`src/rtl/vup_pkg.sv`:
```
package vup_pkg;
  localparam int unsigned SLOT_CNT = 3;
  localparam int unsigned WORD_W   = 32;
  localparam int unsigned SKIP_POS = 31;
  localparam int unsigned END_POS  = 30;
  localparam int unsigned BUNDLE_W = SLOT_CNT * WORD_W;
  localparam int unsigned PTR_W    = $clog2(SLOT_CNT + 1);
endpackage

```
`src/rtl/vup_slot_ctrl.sv`:
```
module vup_slot_ctrl #(
  parameter int unsigned SLOTS = vup_pkg::SLOT_CNT,
  parameter int unsigned PW    = vup_pkg::PTR_W
) (
  input  logic          clk,
  input  logic          rst_n,
  input  logic          take,
  input  logic          skip,
  input  logic          endf,
  output logic [PW-1:0] pos,
  output logic          place,
  output logic          close,
  output logic          drop,
  output logic          err
);
  localparam logic [PW-1:0] LAST = PW'(SLOTS - 1);

  logic [PW-1:0] ptr_q, ptr_d;
  logic          err_q, err_d;
  logic          ptr_en;

  always_comb begin
    pos    = ptr_q + PW'(skip);
    place  = take && (pos <= LAST);
    drop   = take && (pos > LAST);
    close  = place && (endf || (pos == LAST));
    ptr_en = place;
    if (close) ptr_d = '0;
    else       ptr_d = pos + PW'(1);
    err_d  = err_q | drop;
  end

  always_ff @(posedge clk or negedge rst_n) begin
    if (!rst_n) begin
      ptr_q <= '0;
      err_q <= 1'b0;
    end else begin
      if (ptr_en) ptr_q <= ptr_d;
      if (drop)   err_q <= err_d;
    end
  end

  assign err = err_q;


  ptr_range_chk: assert property (@(posedge clk) disable iff (!rst_n)
    ptr_q <= LAST);

  err_sticky_chk: assert property (@(posedge clk) disable iff (!rst_n)
    err_q |=> err_q);

  drop_keeps_ptr_chk: assert property (@(posedge clk) disable iff (!rst_n)
    drop |=> (ptr_q == $past(ptr_q)) && err_q);

  close_rewind_chk: assert property (@(posedge clk) disable iff (!rst_n)
    close |=> ptr_q == '0);
endmodule

```
`src/rtl/vup_slot_bank.sv`:
```
module vup_slot_bank #(
  parameter int unsigned SLOTS = vup_pkg::SLOT_CNT,
  parameter int unsigned WW    = vup_pkg::WORD_W,
  parameter int unsigned PW    = vup_pkg::PTR_W
) (
  input  logic                clk,
  input  logic                rst_n,
  input  logic                place,
  input  logic                close,
  input  logic [PW-1:0]       pos,
  input  logic [WW-1:0]       wdata,
  output logic [SLOTS*WW-1:0] merged
);
  for (genvar k = 0; k < SLOTS; k++) begin : g_slot
    logic [WW-1:0] slot_q, slot_d;
    logic          hit, slot_en;

    always_comb begin
      hit     = place && (pos == PW'(k));
      slot_en = hit || close;
      if (close)    slot_d = '0;
      else          slot_d = wdata;
      merged[k*WW +: WW] = hit ? wdata : slot_q;
    end

    always_ff @(posedge clk or negedge rst_n) begin
      if (!rst_n)       slot_q <= '0;
      else if (slot_en) slot_q <= slot_d;
    end


    slot_clear_chk: assert property (@(posedge clk) disable iff (!rst_n)
      close |=> slot_q == '0);
  end
endmodule

```
`src/rtl/vup_out_reg.sv`:
```
module vup_out_reg #(
  parameter int unsigned BW = vup_pkg::BUNDLE_W
) (
  input  logic          clk,
  input  logic          rst_n,
  input  logic          load,
  input  logic [BW-1:0] data,
  input  logic          out_ready,
  output logic          out_valid,
  output logic [BW-1:0] out_data
);
  logic          valid_q, valid_d;
  logic [BW-1:0] data_q;

  always_comb begin
    if (load)           valid_d = 1'b1;
    else if (out_ready) valid_d = 1'b0;
    else                valid_d = valid_q;
  end

  always_ff @(posedge clk or negedge rst_n) begin
    if (!rst_n) begin
      valid_q <= 1'b0;
      data_q  <= '0;
    end else begin
      valid_q <= valid_d;
      if (load) data_q <= data;
    end
  end

  assign out_valid = valid_q;
  assign out_data  = data_q;


  out_hold_chk: assert property (@(posedge clk) disable iff (!rst_n)
    valid_q && !out_ready |=> valid_q && $stable(data_q));

  no_overwrite_chk: assert property (@(posedge clk) disable iff (!rst_n)
    load |-> !valid_q);

  valid_drop_chk: assert property (@(posedge clk) disable iff (!rst_n)
    valid_q && out_ready && !load |=> !valid_q);
endmodule

```
`src/rtl/vliw_unpack.sv`:
```
module vliw_unpack #(
  parameter int unsigned SLOTS    = vup_pkg::SLOT_CNT,
  parameter int unsigned WW       = vup_pkg::WORD_W,
  parameter int unsigned SKIP_POS = vup_pkg::SKIP_POS,
  parameter int unsigned END_POS  = vup_pkg::END_POS
) (
  input  logic                clk,
  input  logic                rst_n,
  input  logic                in_valid,
  output logic                in_ready,
  input  logic [WW-1:0]       in_word,
  output logic                out_valid,
  input  logic                out_ready,
  output logic [SLOTS*WW-1:0] out_bundle,
  output logic                err
);
  localparam int unsigned   BW   = SLOTS * WW;
  localparam int unsigned   PW   = $clog2(SLOTS + 1);
  localparam logic [WW-1:0] FLAGS = (WW'(1) << SKIP_POS) | (WW'(1) << END_POS);

  logic          rst_meta, rst_s;
  logic          take, place, close, drop;
  logic [PW-1:0] pos;
  logic [WW-1:0] payload;
  logic [BW-1:0] merged;

  always_ff @(posedge clk or negedge rst_n) begin
    if (!rst_n) begin
      rst_meta <= 1'b0;
      rst_s    <= 1'b0;
    end else begin
      rst_meta <= 1'b1;
      rst_s    <= rst_meta;
    end
  end

  always_comb begin
    in_ready = rst_s && !out_valid;
    take     = in_valid && in_ready;
    payload  = in_word & ~FLAGS;
  end

  vup_slot_ctrl #(.SLOTS(SLOTS), .PW(PW)) u_ctrl (
    .clk(clk), .rst_n(rst_s), .take(take),
    .skip(in_word[SKIP_POS]), .endf(in_word[END_POS]),
    .pos(pos), .place(place), .close(close), .drop(drop), .err(err)
  );

  vup_slot_bank #(.SLOTS(SLOTS), .WW(WW), .PW(PW)) u_bank (
    .clk(clk), .rst_n(rst_s), .place(place), .close(close),
    .pos(pos), .wdata(payload), .merged(merged)
  );

  vup_out_reg #(.BW(BW)) u_out (
    .clk(clk), .rst_n(rst_s), .load(close), .data(merged),
    .out_ready(out_ready), .out_valid(out_valid), .out_data(out_bundle)
  );


  stall_input_chk: assert property (@(posedge clk) disable iff (!rst_s)
    out_valid |-> !in_ready);

  drop_no_bundle_chk: assert property (@(posedge clk) disable iff (!rst_s)
    drop && !out_valid |=> !out_valid && err);
endmodule

```
`config.mk`:
```
export PLATFORM = sky130hd
export DESIGN_NAME = vliw_unpack
export DESIGN_NICKNAME = d
export VERILOG_FILES = /design/src/rtl/vup_pkg.sv /design/src/rtl/vup_slot_ctrl.sv /design/src/rtl/vup_slot_bank.sv /design/src/rtl/vup_out_reg.sv /design/src/rtl/vliw_unpack.sv
export SDC_FILE = /design/constraint.sdc
export NUM_CORES = 1
export LEC_CHECK = 0
export BUFFER_PORTS_ARGS = -buffer_cell sky130_fd_sc_hd__buf_2
export CORE_ASPECT_RATIO = 0.8
export CORE_UTILIZATION = 31
export DETAILED_ROUTE_END_ITERATION = 6
export PLACE_DENSITY_LB_ADDON = 0.08
export REMOVE_ABC_BUFFERS = 1
export SETUP_SLACK_MARGIN = 0.3
export SLEW_MARGIN = 10
export SYNTH_ARGS = -nofsm -noshare
export SYNTH_HDL_FRONTEND = slang
export SYNTH_SLANG_ARGS = --single-unit
```
`constraint.sdc`:
```
create_clock -name clk -period 16.3 [get_ports clk]
set_clock_uncertainty 0.05 [all_clocks]
set_input_delay 0.815 -clock clk [delete_from_list [all_inputs] [get_ports clk]]
set_output_delay 0.815 -clock clk [all_outputs]
set_load 0.05 [all_outputs]
```
==> flow_metrics.py <==
metrics = {
    "run_status": {
        "status": "finished with violations",
        "failed_checks": "DRC",
    },
    "cts": {
        "cts_tree": "built",
        "clk_pin_slew_ps": 70,
        "cts_buffer_depth": 2,
        "postCtsSetupRepairBufs": 0,
        "cts_num_sinks": 186,
        "cts_buffers": 17,
        "clkLatencyLatePin_ps": 430,
        "htreeDepth": 4,
        "postCtsHoldBufs": 0,
        "ctsRootBufferMaster": "clkbuf_16",
        "cts_resized": 0,
    },
    "route": {
        "vias": 5676,
        "avgViaCountPerCell": 5.20,
        "ant_nets": 0,
        "drcViolationCount": 10,
        "wl_per_cell_um": 19.6,
        "drt_iter0_drc": 409,
        "drt_wl_total_mm": 21.5,
        "first_pass_iters": 7,
    },
    "sta": {
        "max_freq_mhz": 255,
        "finalSetupTns_ps": 0,
        "slew_headroom": 0.306,
        "tightest_slew_ps": 1040,
        "hold-worst-slack_ps": 99.7,
        "setup_viol": 0,
        "hold_viol_final": 0,
        "rsz0062_at_grt": "false",
        "post-route-min-period_ps": 3930,
        "slew_violations": 0,
        "fin_crit_sh": 0.241,
    },
    "critical_path": {
        "cp_slowest_stage_delay_ps": 700,
        "r2r_end": "u_bank.g_slot[0].slot_q[3]",
        "r2r_slack_ps": 12480,
        "start_kind": "primary input",
        "arrival_ps": 4240,
        "path_cells": "buf_2 > ha_1 > xnor2_1 > inv_1 > ha_2 > nor2_4 > buf_4 > and3_4 > a22o_1",
        "r2r_start": "u_ctrl.ptr_q[0]",
        "crit_required_ps": 16610,
        "r2r_cells": 8,
        "crit_fanout": 59,
        "crit_type": "primary input to flop",
        "critPathSlowestCell": "nor2_4",
        "crit_path_end_kind": "flop",
    },
    "synth": {
        "yosysWarningCount": 0,
        "synth_top_area_cell": "dfrtp_1",
        "synth_top_area_share": 0.595,
        "ys_types": 28,
        "synthTopCellsByArea": "dfrtp_1, mux2i_1, o21ai_0, a22o_1, nand3_1",
        "ys_ff_latch": 186,
        "synth.avg_cell_area_um2": 11.6,
        "syn_area_um2": 7820,
        "postSynthCellCount": 673,
        "ys_seq_area_frac": 0.595,
    },
    "placed_design": {
        "place_hpwl_mm": 12.5,
        "post_dp_cell_area_um2": 8630,
        "numPortBuffers": 128,
        "gp_congestion": 0.714,
    },
    "power": {
        "sw_frac_of_total": 0.454,
        "combinationalPowerShare": 0.424,
        "power.net_switching_mw": 0.886,
        "seq_power_share": 0.374,
        "p_leak_nw": 4.32,
        "powerDensity_nw_per_um2": 213,
        "internal_power_mw": 1.07,
        "ir_worst_vdd_v": 0.0000774,
        "clockPowerShare": 0.202,
    },
    "floorplanning": {
        "io_pins": 135,
        "core_um2": 24600,
        "initial_core_util": 0.318,
        "die_w_um": 180,
        "die_area_um2": 25900,
        "die_height_um": 144,
        "fp-row-count": 51,
    },
    "finish": {
        "final_cell_area_um2": 9170,
        "syn_to_final_growth_pct": 17.2,
        "nFillCells": 2361,
        "nets": 803,
        "layout-drive-gt1-share": 0.227,
        "n_antenna_cell": 0,
    },
    "global_route": {
        "grt_pass1_vias": 5771,
        "grt_max_degree": 92,
        "gr-total-overflow": 0,
        "grtUsageTotal": 0.172,
        "grt_pass1_wl_mm": 34.2,
        "antenna_found_initial": 0,
    },
    "job": {
        "cap_violations": 0,
    },
    "worst_hold_path": {
        "hold_path.class": "primary input to async pin",
    },
}
-- metrics by stage --
| stage | power, mW | util | cells | setup slack [ps] |
|---|---|---|---|---|
| finish | 1.95 | 0.373 | 1092 | 12370 |
| global route | 2.07 | 0.373 | 1092 | 12110 |
| CTS | 1.97 | 0.373 | 1092 | 12330 |
| detailed placement | 1.57 | 0.351 | 1061 | 11870 |
| global placement | 1.56 | 0.351 | 1061 | 12010 |
| floorplan | 1.33 | - | 609 | 8260 |
-- cells in the final DEF, fill, tap and decap left out, types with 4 or more instances in the layout --
cell          n
a22o_1       60
a32oi_1      30
and2_1       30
buf_2       128
buf_4         6
clkbuf_16    17
clkinvlp_4    6
conb_1        7
dfrtp_1     185
mux2i_1      60
nand2_1      32
nand3_1      60
o21ai_0     117
o21ai_1       4
-- cells in the mapped netlist --
cell type and number:
dfrtp_1 186, o21ai_0 117, a22o_1 60, mux2i_1 60, nand3_1 60, nand2_1 32
a32oi_1 30, and2_1 30, clkbuf_1 29, buf_2 21, buf_6 7, buf_4 6
o21ai_1 6, clkbuf_2 5, ha_1 5, inv_1 3, and3_4 2, conb_1 2
nor2b_1 2, o31ai_1 2, a31o_2 1, and4bb_1 1, buf_1 1, nand2_2 1
nand4bb_1 1, nor2_1 1, or2_0 1, xnor2_1 1
-- kinds of logic after synthesis --
group | synth area share
adder cells (fa/ha/maj) | 0.00800
buffers and inverters | 0.0483
flip-flops | 0.595
multiplexers | 0.0768
XOR/XNOR | 0.00112
AO/OA/AOI/OAI | 0.183
other | 0.000960
AND/OR/NAND/NOR | 0.0873
-- layer usage --
metal / share of wire / global-route usage
met5: 0 / 0
met4: 0.0079 / 0.0454
met3: 0.053 / 0.0388
met2: 0.43 / 0.260
met1: 0.51 / 0.248
-- power by group through the flow --
stage,clock [mW],sequential (mW),combinational (mW)
2_1_floorplan,0,1.03,0.306
3_3_place_gp,0,0.737,0.824
3_5_place_dp,0,0.736,0.837
4_1_cts,0.405,0.731,0.838
5_1_grt,0.422,0.753,0.891
6_report,0.394,0.730,0.827
-- flip-flops by register name, summed over array words and instances, names as in the netlist --
name	cells
rst_meta	1
rst_s	1
u_bank.g_slot.slot_q	90
u_ctrl.err	1
u_ctrl.ptr_q	2
u_out.out_data	90
u_out.out_valid	1
-- critical path: cells and delay by family --
family          cells  cell delay [ps]
compound gates      1              220
fa+ha+maj           2              680
xor+xnor            1              280
buf+inv             3              900
simple gates        2             1310
-- worst max path at each step --
stage	slack (ps)	startpoint	cells past startpoint	end
3_5_place_dp	11870	in_word[31]	9	u_bank.g_slot[1].slot_q[2]
3_3_place_gp	12010	in_word[31]	9	u_bank.g_slot[1].slot_q[0]
5_1_grt	12110	in_word[31]	9	u_bank.g_slot[0].slot_q[16]
4_1_cts	12330	in_word[31]	9	u_bank.g_slot[1].slot_q[18]
6_report	12370	in_word[31]	9	u_bank.g_slot[0].slot_q[3]
2_1_floorplan	8260	rst_s	2	u_ctrl.ptr_q[0]
-- cell type report --
cell class / instances / area [um^2] / area share
inverters: 3 / 11.3 / 0.00123
repair buffers: 134 / 686 / 0.0748
clock buffers: 20 / 437 / 0.0476
well taps: 318 / 398 / 0.0434
multi-input cells: 420 / 2880 / 0.314
clock inverters: 11 / 98.8 / 0.0108
flip-flops and latches: 186 / 4660 / 0.508
Note: power is estimated with default switching activity, not from simulation.
